<file path="src/rtl/sef_pkg.sv">
package sef_pkg;

  // Phase counter advance, wrapping at the divide ratio.
  function automatic int unsigned phase_next(int unsigned ph, int unsigned div);
    return (ph + 1 >= div) ? 0 : ph + 1;
  endfunction

  // Strobe is asserted in the last phase of each divide period.
  function automatic logic phase_is_strobe(int unsigned ph, int unsigned div);
    return (ph == div - 1);
  endfunction

  // True when one more differing sample completes the required run.
  function automatic logic run_complete(int unsigned run, int unsigned nmatch);
    return (run + 1 >= nmatch);
  endfunction

endpackage

</file>
<file path="src/rtl/sef_strobe_gen.sv">
module sef_strobe_gen #(
  parameter int unsigned DIV = 4
) (
  input  logic clk,
  input  logic rst_n,
  output logic strobe_o
);
  import sef_pkg::*;

  localparam int unsigned CW = (DIV > 1) ? $clog2(DIV) : 1;

  logic [CW-1:0] phase_q;

  always_ff @(posedge clk) begin
    if (!rst_n) begin
      phase_q <= '0;
    end else begin
      phase_q <= CW'(phase_next(int'(phase_q), DIV));
    end
  end

  assign strobe_o = phase_is_strobe(int'(phase_q), DIV);

endmodule

</file>
<file path="src/rtl/sef_sync.sv">
module sef_sync #(
  parameter int unsigned W      = 6,
  parameter int unsigned STAGES = 2
) (
  input  logic         clk,
  input  logic [W-1:0] d_i,
  output logic [W-1:0] q_o
);
  logic [W-1:0] stage_q [STAGES];

  for (genvar s = 0; s < STAGES; s++) begin : g_stage
    if (s == 0) begin : g_first
      always_ff @(posedge clk) stage_q[s] <= d_i;
    end else begin : g_next
      always_ff @(posedge clk) stage_q[s] <= stage_q[s-1];
    end
  end

  assign q_o = stage_q[STAGES-1];

endmodule

</file>
<file path="src/rtl/sef_chan.sv">
module sef_chan #(
  parameter int unsigned NMATCH = 3
) (
  input  logic clk,
  input  logic rst_n,
  input  logic strobe_i,
  input  logic lvl_i,
  input  logic rise_en_i,
  input  logic fall_en_i,
  output logic filt_o,
  output logic rise_o,
  output logic fall_o,
  output logic accept_o
);
  import sef_pkg::*;

  localparam int unsigned RW = $clog2(NMATCH + 1);

  logic [RW-1:0] run_q;
  logic          filt_q;
  logic          rise_q;
  logic          fall_q;
  logic          differ;

  assign differ   = (lvl_i != filt_q);
  assign accept_o = strobe_i && differ && run_complete(int'(run_q), NMATCH);

  always_ff @(posedge clk) begin
    if (!rst_n) begin
      filt_q <= lvl_i;
      run_q  <= '0;
      rise_q <= 1'b0;
      fall_q <= 1'b0;
    end else begin
      rise_q <= accept_o && lvl_i && rise_en_i;
      fall_q <= accept_o && !lvl_i && fall_en_i;
      if (strobe_i) begin
        if (!differ) begin
          run_q <= '0;
        end else if (accept_o) begin
          filt_q <= lvl_i;
          run_q  <= '0;
        end else begin
          run_q <= run_q + 1'b1;
        end
      end
    end
  end

  assign filt_o = filt_q;
  assign rise_o = rise_q;
  assign fall_o = fall_q;

endmodule

</file>
<file path="src/rtl/sampled_edge_filter.sv">
module sampled_edge_filter #(
  parameter int unsigned NCH    = 6,
  parameter int unsigned DIV    = 4,
  parameter int unsigned NMATCH = 3,
  parameter int unsigned SYNC   = 2
) (
  input  logic           clk,
  input  logic           rst_n,
  input  logic [NCH-1:0] pin_i,
  input  logic [NCH-1:0] rise_en_i,
  input  logic [NCH-1:0] fall_en_i,
  output logic [NCH-1:0] raw_o,
  output logic [NCH-1:0] filt_o,
  output logic [NCH-1:0] rise_o,
  output logic [NCH-1:0] fall_o
);
  logic           strobe_w;
  logic [NCH-1:0] sync_w;
  logic [NCH-1:0] accept_w;

  sef_strobe_gen #(.DIV(DIV)) u_strobe (
    .clk      (clk),
    .rst_n    (rst_n),
    .strobe_o (strobe_w)
  );

  sef_sync #(.W(NCH), .STAGES(SYNC)) u_sync (
    .clk (clk),
    .d_i (pin_i),
    .q_o (sync_w)
  );

  for (genvar c = 0; c < NCH; c++) begin : g_ch
    sef_chan #(.NMATCH(NMATCH)) u_ch (
      .clk       (clk),
      .rst_n     (rst_n),
      .strobe_i  (strobe_w),
      .lvl_i     (sync_w[c]),
      .rise_en_i (rise_en_i[c]),
      .fall_en_i (fall_en_i[c]),
      .filt_o    (filt_o[c]),
      .rise_o    (rise_o[c]),
      .fall_o    (fall_o[c]),
      .accept_o  (accept_w[c])
    );
  end

  assign raw_o = sync_w;

endmodule

</file>
<file path="config.mk">
export PLATFORM = sky130hd
export DESIGN_NAME = sampled_edge_filter
export DESIGN_NICKNAME = d
export VERILOG_FILES = /design/src/rtl/sef_pkg.sv /design/src/rtl/sef_strobe_gen.sv /design/src/rtl/sef_sync.sv /design/src/rtl/sef_chan.sv /design/src/rtl/sampled_edge_filter.sv
export SDC_FILE = /design/constraint.sdc
export NUM_CORES = 1
export LEC_CHECK = 0
export ABC_AREA = 1
export ABC_CLOCK_PERIOD_IN_PS = 3300
export BUFFER_PORTS_ARGS = -buffer_cell sky130_fd_sc_hd__buf_2
export CAP_MARGIN = 30
export CORE_ASPECT_RATIO = 1.1
export CORE_UTILIZATION = 45
export DETAILED_ROUTE_END_ITERATION = 8
export PLACE_DENSITY = 0.72
export SLEW_MARGIN = 20
export SYNTH_ARGS = -nofsm -noshare
export SYNTH_HDL_FRONTEND = slang
export SYNTH_SLANG_ARGS = --single-unit
</file>
<file path="constraint.sdc">
create_clock -name clk -period 3.3 [get_ports clk]
set_clock_uncertainty 0.05 [all_clocks]
set_input_delay 0.495 -clock clk [delete_from_list [all_inputs] [get_ports clk]]
set_output_delay 0.495 -clock clk [all_outputs]
set_load 0.005 [all_outputs]
</file>
==> flow_summary_export.csv, run 1 <==
group,metric,value,unit
pwr,power,1.00,mW
clocking,path_clk_slew,0.08,ns
synthesis,avgSynthCellArea,8.63,um2
global_route,overflow,0,
timing,finalSetupViolCount,0,
pwr,peakVddDrop,0.240,mV
timing,holdWs,0.246,ns
detailed_routing,drt-total-wl,2850,um
detailed_routing,vias,1332,
worst_setup_path,slowest_delay,0.50,ns
clocking,clkLatencyLatePin,0.29,ns
detailed_routing,ant_nets,0,
worst_setup_path,crit_type,"reg -> reg",
run_status,status,"finished clean",
synthesis,yosys_register_bits,44,
detailed_routing,wire_per_inst,9.70,um
die,die_x,63.9,um
clocking,htreeDepth,2,
cells_and_area,final_layout_size_suffix_gt1_share,21.5,%
worst_setup_path,worst_setup_path_end_kind,"flip-flop",
worst_setup_path,regToRegStartpoint,"u_strobe.phase_q[0]$_SDFF_PP0_",
clocking,cts_tree,"yes",
worst_setup_path,cp_max_fo,19,
worst_setup_path,r2r-end,"g_ch[5].u_ch.filt_o$_DFFE_PP_",
clocking,cts_setup_buffers,0,
min_path,worstHoldPathType,"in -> reg",
synthesis,seq_area_frac_synth,49.6,%
pwr,power.leakage,1.06,nW
timing,tightest_slew,0.526,ns
synthesis,yosysTopAreaCellShare,40.1,%
synthesis,yosysWarnings,0,
worst_setup_path,worstPathCellList,"ha_1, nand2_1, nor2_2, nand2_1, o21ai_1",
global_route,grt_start_max_net_pins,30,
synthesis,synth_nets,254,
global_route,gr-usage-all-layers,14.3,%
synthesis,synth_area,0.00190,mm2
cells_and_area,finish.utilization,51.5,%
clocking,cts_resized,0,
min_path,hp-start,"pin_i[3]",
detailed_routing,route.detailed.vias_per_inst,4.53,
synthesis,synthDistinctLibCells,15,
pwr,p_per_area,486,mW/mm2
cells_and_area,diodes,0,
detailed_routing,first_pass_iters,4,
place,portBuffers,43,
detailed_routing,drc_errors,0,
timing,fin_crit_sh,51.6,%
clocking,cts_buffers,5,
place,place.gp.congestion,0.749,
global_route,grt_pass1_wl,4880,um
place,dp_hpwl,2020,um
timing,relSlewSlack,64.9,%
job,maxCapViolCount,0,
cells_and_area,finalNetCount,275,
timing,rsz0062_at_grt,"no",
worst_setup_path,r2r_slack,1.60,ns
synthesis,synth_cells,220,
timing,finalMaxSlewViolations,0,
clocking,clkSinkCount,44,
worst_setup_path,critical_path_required,3.25,ns
global_route,grt_pass1_vias,1190,
synthesis,yosysTopAreaCell,"dfxtp_1",
die,row_count,24,
die,initial_core_util,47.5,%
timing,fmax,588,MHz
die,core,0.00399,mm2
die,pin_count,44,
clocking,clockBufferDepth,2,
timing,tns,0,ns
synthesis,yosys-top-cells-area,"dfxtp_1 40%, buf_4 11%, edfxtp_1 9.5%, ha_1 9.2%, nand2_1 6.9%",
cells_and_area,area_growth,8.31,%
die,dieArea,0.00448,mm2
worst_setup_path,worst_r2r_path_depth,5,
timing,period_minus_slack,1.70,ns
die,die_h,70.1,um
min_path,holdPathStages,1,
timing,hold_viol,0,
global_route,antenna_found_initial,0,
worst_setup_path,critPathBufInv,0,
worst_setup_path,cp-start-kind,"flip-flop",
min_path,holdPathEnd,"u_sync.stage_q[0][3]$_DFF_P_",
worst_setup_path,critPathTopFamily,"adder cells",
worst_setup_path,cp_slowest_cell,"ha_1",
clocking,hold_buffers,0,
clocking,root_buffer,"clkbuf_8",
detailed_routing,drtIter0Drc,57,
worst_setup_path,cp.arrival,1.65,ns
worst_setup_path,cp_common_cell,"nand2_1",
==> state kept, by name, indices dropped and copies added, names as in the netlist <==
name              count
g_ch.u_ch.run_q      12
u_sync.stage_q       12
g_ch.u_ch.fall_o      6
g_ch.u_ch.filt_o      6
g_ch.u_ch.rise_o      6
u_strobe.phase_q      2
==> report_power, final <==
group,switching (mW),internal [mW],leakage [nW]
sequential,0.0165,0.566,0.371
clock,0.170,0.167,0.0510
combinational,0.0451,0.0344,0.643
total,0.232,0.768,1.06
==> synth_stat cells (all sizes together) <==
| cell | number |
|---|---|
| inv | 30 |
| o211ai | 1 |
| ha | 14 |
| o21ai | 16 |
| buf | 29 |
| dfxtp | 38 |
| nand2 | 35 |
| edfxtp | 6 |
| nor2 | 18 |
| nand3 | 19 |
| a21oi | 12 |
| nor3 | 2 |
==> cell type report <==
class	instances	area, um2
clock buffers	6	82.6
clock inverters	2	10.0
repair buffers	43	215
flip-flops and latches	44	941
inverters	30	113
well taps	52	65.1
multi-input cells	117	629
fillers	395	1940
==> through the flow <==
stage	std cells	instance area, um2	setup slack [ns]
after floorplan	220	1900	1.98
after global placement	286	1960	1.65
after detailed placement	286	1960	1.58
after CTS	294	2060	1.57
after global routing	294	2060	1.39
final	294	2060	1.60
==> placed cells by master, fill, tap and decap left out, drive strengths merged <==
cell     n
buf     43
dfxtp   38
nand2   35
inv     30
nand3   19
nor2    18
o21ai   16
ha      14
a21oi   12
clkbuf   6
edfxtp   6
nor3     2
clkinv   2
o211ai   1
==> logic make-up (layout without fill, tap and decap cells) <==
logic type	count (synthesis)	count (layout)	synth area share (%)
adder cells (fa/ha/maj)	14	14	9.23
buffers and inverters	59	81	17.3
AND/OR/NAND/NOR	74	74	16.2
flip-flops	44	44	49.6
AO/OA/AOI/OAI	29	29	7.78
==> routing by layer <==
layer,global-route usage (%),share of wire [%],vias to the layer above
met4,7.58,2.5,0
met3,5.07,5.4,6
met2,24.0,48,30
met1,15.5,45,588
met5,0,0,-
li1,-,-,708
==> how the worst max path moves through the flow <==
| stage | slack, ns | cells after the start | from | end |
|---|---|---|---|---|
| after floorplan | 1.98 | 6 | u_strobe.phase_q[0]$_SDFF_PP0_ | g_ch[5].u_ch.filt_o$_DFFE_PP_ |
| after global placement | 1.65 | 5 | u_strobe.phase_q[0]$_SDFF_PP0_ | g_ch[5].u_ch.filt_o$_DFFE_PP_ |
| after detailed placement | 1.58 | 5 | u_strobe.phase_q[0]$_SDFF_PP0_ | g_ch[5].u_ch.filt_o$_DFFE_PP_ |
| after CTS | 1.57 | 5 | u_strobe.phase_q[0]$_SDFF_PP0_ | g_ch[5].u_ch.filt_o$_DFFE_PP_ |
| after global routing | 1.39 | 5 | u_strobe.phase_q[0]$_SDFF_PP0_ | g_ch[5].u_ch.filt_o$_DFFE_PP_ |
| final | 1.60 | 5 | u_strobe.phase_q[0]$_SDFF_PP0_ | g_ch[5].u_ch.filt_o$_DFFE_PP_ |
Power figures use the tool's default switching activity.
==> run 2: changes to the inputs <==
--- a/config.mk
+++ b/config.mk
@@ -5,14 +5,14 @@
 export SDC_FILE = /design/constraint.sdc
 export NUM_CORES = 1
 export LEC_CHECK = 0
-export ABC_AREA = 1
-export ABC_CLOCK_PERIOD_IN_PS = 3300
+export ABC_AREA = 0
+export ABC_CLOCK_PERIOD_IN_PS = 1600
 export BUFFER_PORTS_ARGS = -buffer_cell sky130_fd_sc_hd__buf_2
 export CAP_MARGIN = 30
 export CORE_ASPECT_RATIO = 1.1
 export CORE_UTILIZATION = 45
 export DETAILED_ROUTE_END_ITERATION = 8
-export PLACE_DENSITY = 0.72
+export PLACE_DENSITY = 0.71
 export SLEW_MARGIN = 20
 export SYNTH_ARGS = -nofsm -noshare
 export SYNTH_HDL_FRONTEND = slang
==> constraint.sdc (replaced) <==
create_clock -name clk -period 1.6 [get_ports clk]
set_clock_uncertainty 0.05 [all_clocks]
set_input_delay 0.24 -clock clk [delete_from_list [all_inputs] [get_ports clk]]
set_output_delay 0.24 -clock clk [all_outputs]
set_load 0.005 [all_outputs]
==> run 2 against run 1 <==
Effect of this change: area after synthesis is 1.8% higher; setup slack worse by 1.4 ns; first-iteration DRC count up 18%; power is 100% higher; worst hold slack lost 0.13 ns; cell count is 9.9% lower; combinational power rose by 110%; register-to-register slack lost 1.4 ns; critical path depth fell by 1; utilization grew 2.3 points; clock power is 95% higher; critical path type unchanged; critical endpoint is now g_ch[5].u_ch.run_q[1]$_SDFFE_PN0N_.
==> flow_summary_export.csv, run 2 <==
group,metric,value,unit
timing,hold_viol,0,
detailed_routing,route.detailed.vias_per_inst,4.98,
synthesis,avgSynthCellArea,10.7,um2
pwr,peakVddDrop,0.438,mV
clocking,cts_resized,0,
synthesis,yosysMostFrequentCell,"dfxtp_1",
global_route,gr-usage-all-layers,15.2,%
timing,fmax,704,MHz
min_path,worstHoldPathType,"in -> reg",
clocking,htreeDepth,2,
clocking,cts_tree,"yes",
min_path,hp-start,"fall_en_i[1]",
worst_setup_path,regToRegStartpoint,"g_ch[5].u_ch.run_q[0]$_SDFFE_PN0N_",
clocking,cts_setup_buffers,0,
timing,tightest_slew,0.325,ns
die,core,0.00405,mm2
clocking,hold_buffers,6,
job,maxCapViolCount,0,
place,place.gp.congestion,0.699,
die,pin_count,44,
timing,fin_crit_sh,88.8,%
place,placed_area,0.00204,mm2
global_route,overflow,0,
run_status,status,"finished clean",
clocking,cts_buffers,5,
global_route,grt_pass1_wl,5240,um
global_route,grt_pass1_vias,1246,
worst_setup_path,crit_type,"reg -> reg",
worst_setup_path,cp_max_fo,4,
place,dp_cells,251,
pwr,power.leakage,0.909,nW
cells_and_area,instances_no_fill,265,
synthesis,seq_area_frac_synth,48.7,%
synthesis,yosys-top-cells-area,"dfxtp_1 39%, buf_4 10%, edfxtp_1 9.3%, ha_1 9.1%, nand3b_1 6.6%",
cells_and_area,final_layout_size_suffix_gt1_share,27.2,%
detailed_routing,ant_nets,0,
die,dieArea,0.00456,mm2
synthesis,synth_commonest_cells,"38 x dfxtp_1, 27 x buf_4, 17 x nand3b_1",
synthesis,yosysTopAreaCell,"dfxtp_1",
synthesis,async_reset_ff_share,0,%
place,portBuffers,43,
timing,finalMaxSlewViolations,0,
die,initial_core_util,47.7,%
worst_setup_path,cp.arrival,1.57,ns
cells_and_area,fillers,368,
cells_and_area,finalInstanceArea,0.00218,mm2
clocking,path_clk_slew,0.08,ns
detailed_routing,drc_errors,0,
timing,rsz0062_at_grt,"no",
worst_setup_path,worstPathCellList,"inv_1, ha_1, or3b_1, o41ai_2",
synthesis,synth_nets,215,
place,dp_hpwl,2170,um
cells_and_area,largestRegisters,"g_ch.u_ch.run_q: 12 flops, u_sync.stage_q: 12 flops",
worst_setup_path,cp-start-kind,"flip-flop",
detailed_routing,drtIter0Drc,67,
cells_and_area,area_growth,12.8,%
timing,tns,0,ns
clocking,clkLatencyLatePin,0.29,ns
worst_setup_path,slowest_delay,0.40,ns
synthesis,yosysWarnings,0,
die,row_count,24,
die,die_x,64.5,um
synthesis,synth_area,0.00193,mm2
synthesis,yosysTopAreaCellShare,39.4,%
worst_setup_path,worst_setup_path_end_kind,"flip-flop",
cells_and_area,finalNetCount,246,
timing,finalSetupViolCount,0,
detailed_routing,drt-total-wl,3100,um
worst_setup_path,cp_slowest_cell,"or3b_1",
detailed_routing,vias,1321,
clocking,clkSinkCount,44,
synthesis,synth_cells,181,
global_route,antenna_found_initial,0,
pwr,p_per_area,923,mW/mm2
synthesis,synthDistinctLibCells,21,
pwr,power,2.01,mW
global_route,grt_start_max_net_pins,14,
synthesis,yosys_register_bits,44,
cells_and_area,layout_commonest_cell,"buf_2",
synthesis,yosys_most_used_dff,"dfxtp_1",
worst_setup_path,critical_path_required,1.75,ns
synthesis,synth_edf_count,6,
die,die_h,70.7,um
cells_and_area,diodes,0,
timing,relSlewSlack,78.2,%
timing,period_minus_slack,1.42,ns
worst_setup_path,crit_start,"g_ch[5].u_ch.run_q[0]$_SDFFE_PN0N_",
clocking,root_buffer,"clkbuf_8",
detailed_routing,wire_per_inst,11.7,um
clocking,clockBufferDepth,2,
detailed_routing,first_pass_iters,4,
cells_and_area,mostFrequentLayoutCells,"43 x buf_2, 38 x dfxtp_1, 17 x nand3b_1",
[run 2: cell count changes after synthesis, sizes merged, moves of 7 or more]
cell / before / now
nor2: 18 / 0
o41ai: 0 / 7
nand2: 35 / 12
nand3: 19 / 0
nand3b: 0 / 17
a21oi: 12 / 0
nor3: 2 / 12
inv: 30 / 7
[run 2: final timing paths]
kind              cells past startpoint  slack (ns)                                 end
hold reg to reg                       0        0.28       u_sync.stage_q[0][11]$_DFF_P_
setup / recovery                      4        0.18  g_ch[5].u_ch.run_q[1]$_SDFFE_PN0N_
hold / removal                        3        0.12      g_ch[1].u_ch.fall_o$_SDFF_PN0_
setup reg to reg                      4        0.18  g_ch[5].u_ch.run_q[1]$_SDFFE_PN0N_
[run 2: stage by stage]
step                worst slack, ns  utilization, %  hold slack (ns)
floorplan                     0.263               -            0.218
global placement              0.230            50.3            0.261
detailed placement            0.183            50.3            0.262
CTS                           0.166            53.8            0.113
global route                 0.0887            53.8            0.110
finish                        0.180            53.8            0.119
[run 2: routing by layer]
metal	part of all wire (%)	wire (um)	vias to the layer above	global-route usage [%]
li1	-	-	679	-
met1	47	1450	611	16.6
met2	48	1480	26	26.1
met3	3.6	111	5	5.32
met5	0	0	-	0
met4	2.1	65	0	7.41
[run 2: cell families (layout without fill, tap and decap cells)]
kind of cell | after synthesis | count (layout) | share of synthesized area, %
buffers and inverters | 38 | 70 | 12.8
AND/OR/NAND/NOR | 44 | 44 | 13.4
adder cells (fa/ha/maj) | 14 | 14 | 9.06
AO/OA/AOI/OAI | 35 | 35 | 13.4
flip-flops | 44 | 44 | 48.7
XOR/XNOR | 6 | 6 | 2.72
[run 2: area by class of cell]
| class | instances | area, um2 | share of cell area (%) |
|---|---|---|---|
| clock buffers | 7 | 76.3 | 3.50 |
| clock inverters | 1 | 5.00 | 0.230 |
| inverters | 7 | 26.3 | 1.21 |
| multi-input cells | 99 | 746 | 34.2 |
| flip-flops and latches | 44 | 941 | 43.2 |
| well taps | 52 | 65.1 | 2.99 |
| repair buffers | 55 | 320 | 14.7 |
[run 2: worst max-delay path: cells and delay by family, from the launching register on]
kind | cells | cell delay, ns
DFF | 1 | 0.39
buffers and inverters | 1 | 0.06
AOI/OAI and AO/OA | 1 | 0.20
adders and majority gates | 1 | 0.22
and+or+nand+nor | 1 | 0.40
[run 2: power breakdown]
| group | internal (mW) | total [mW] | switching, mW |
|---|---|---|---|
| logic | 0.0859 | 0.164 | 0.0783 |
| registers | 1.16 | 1.19 | 0.0331 |
| clock network | 0.306 | 0.657 | 0.351 |
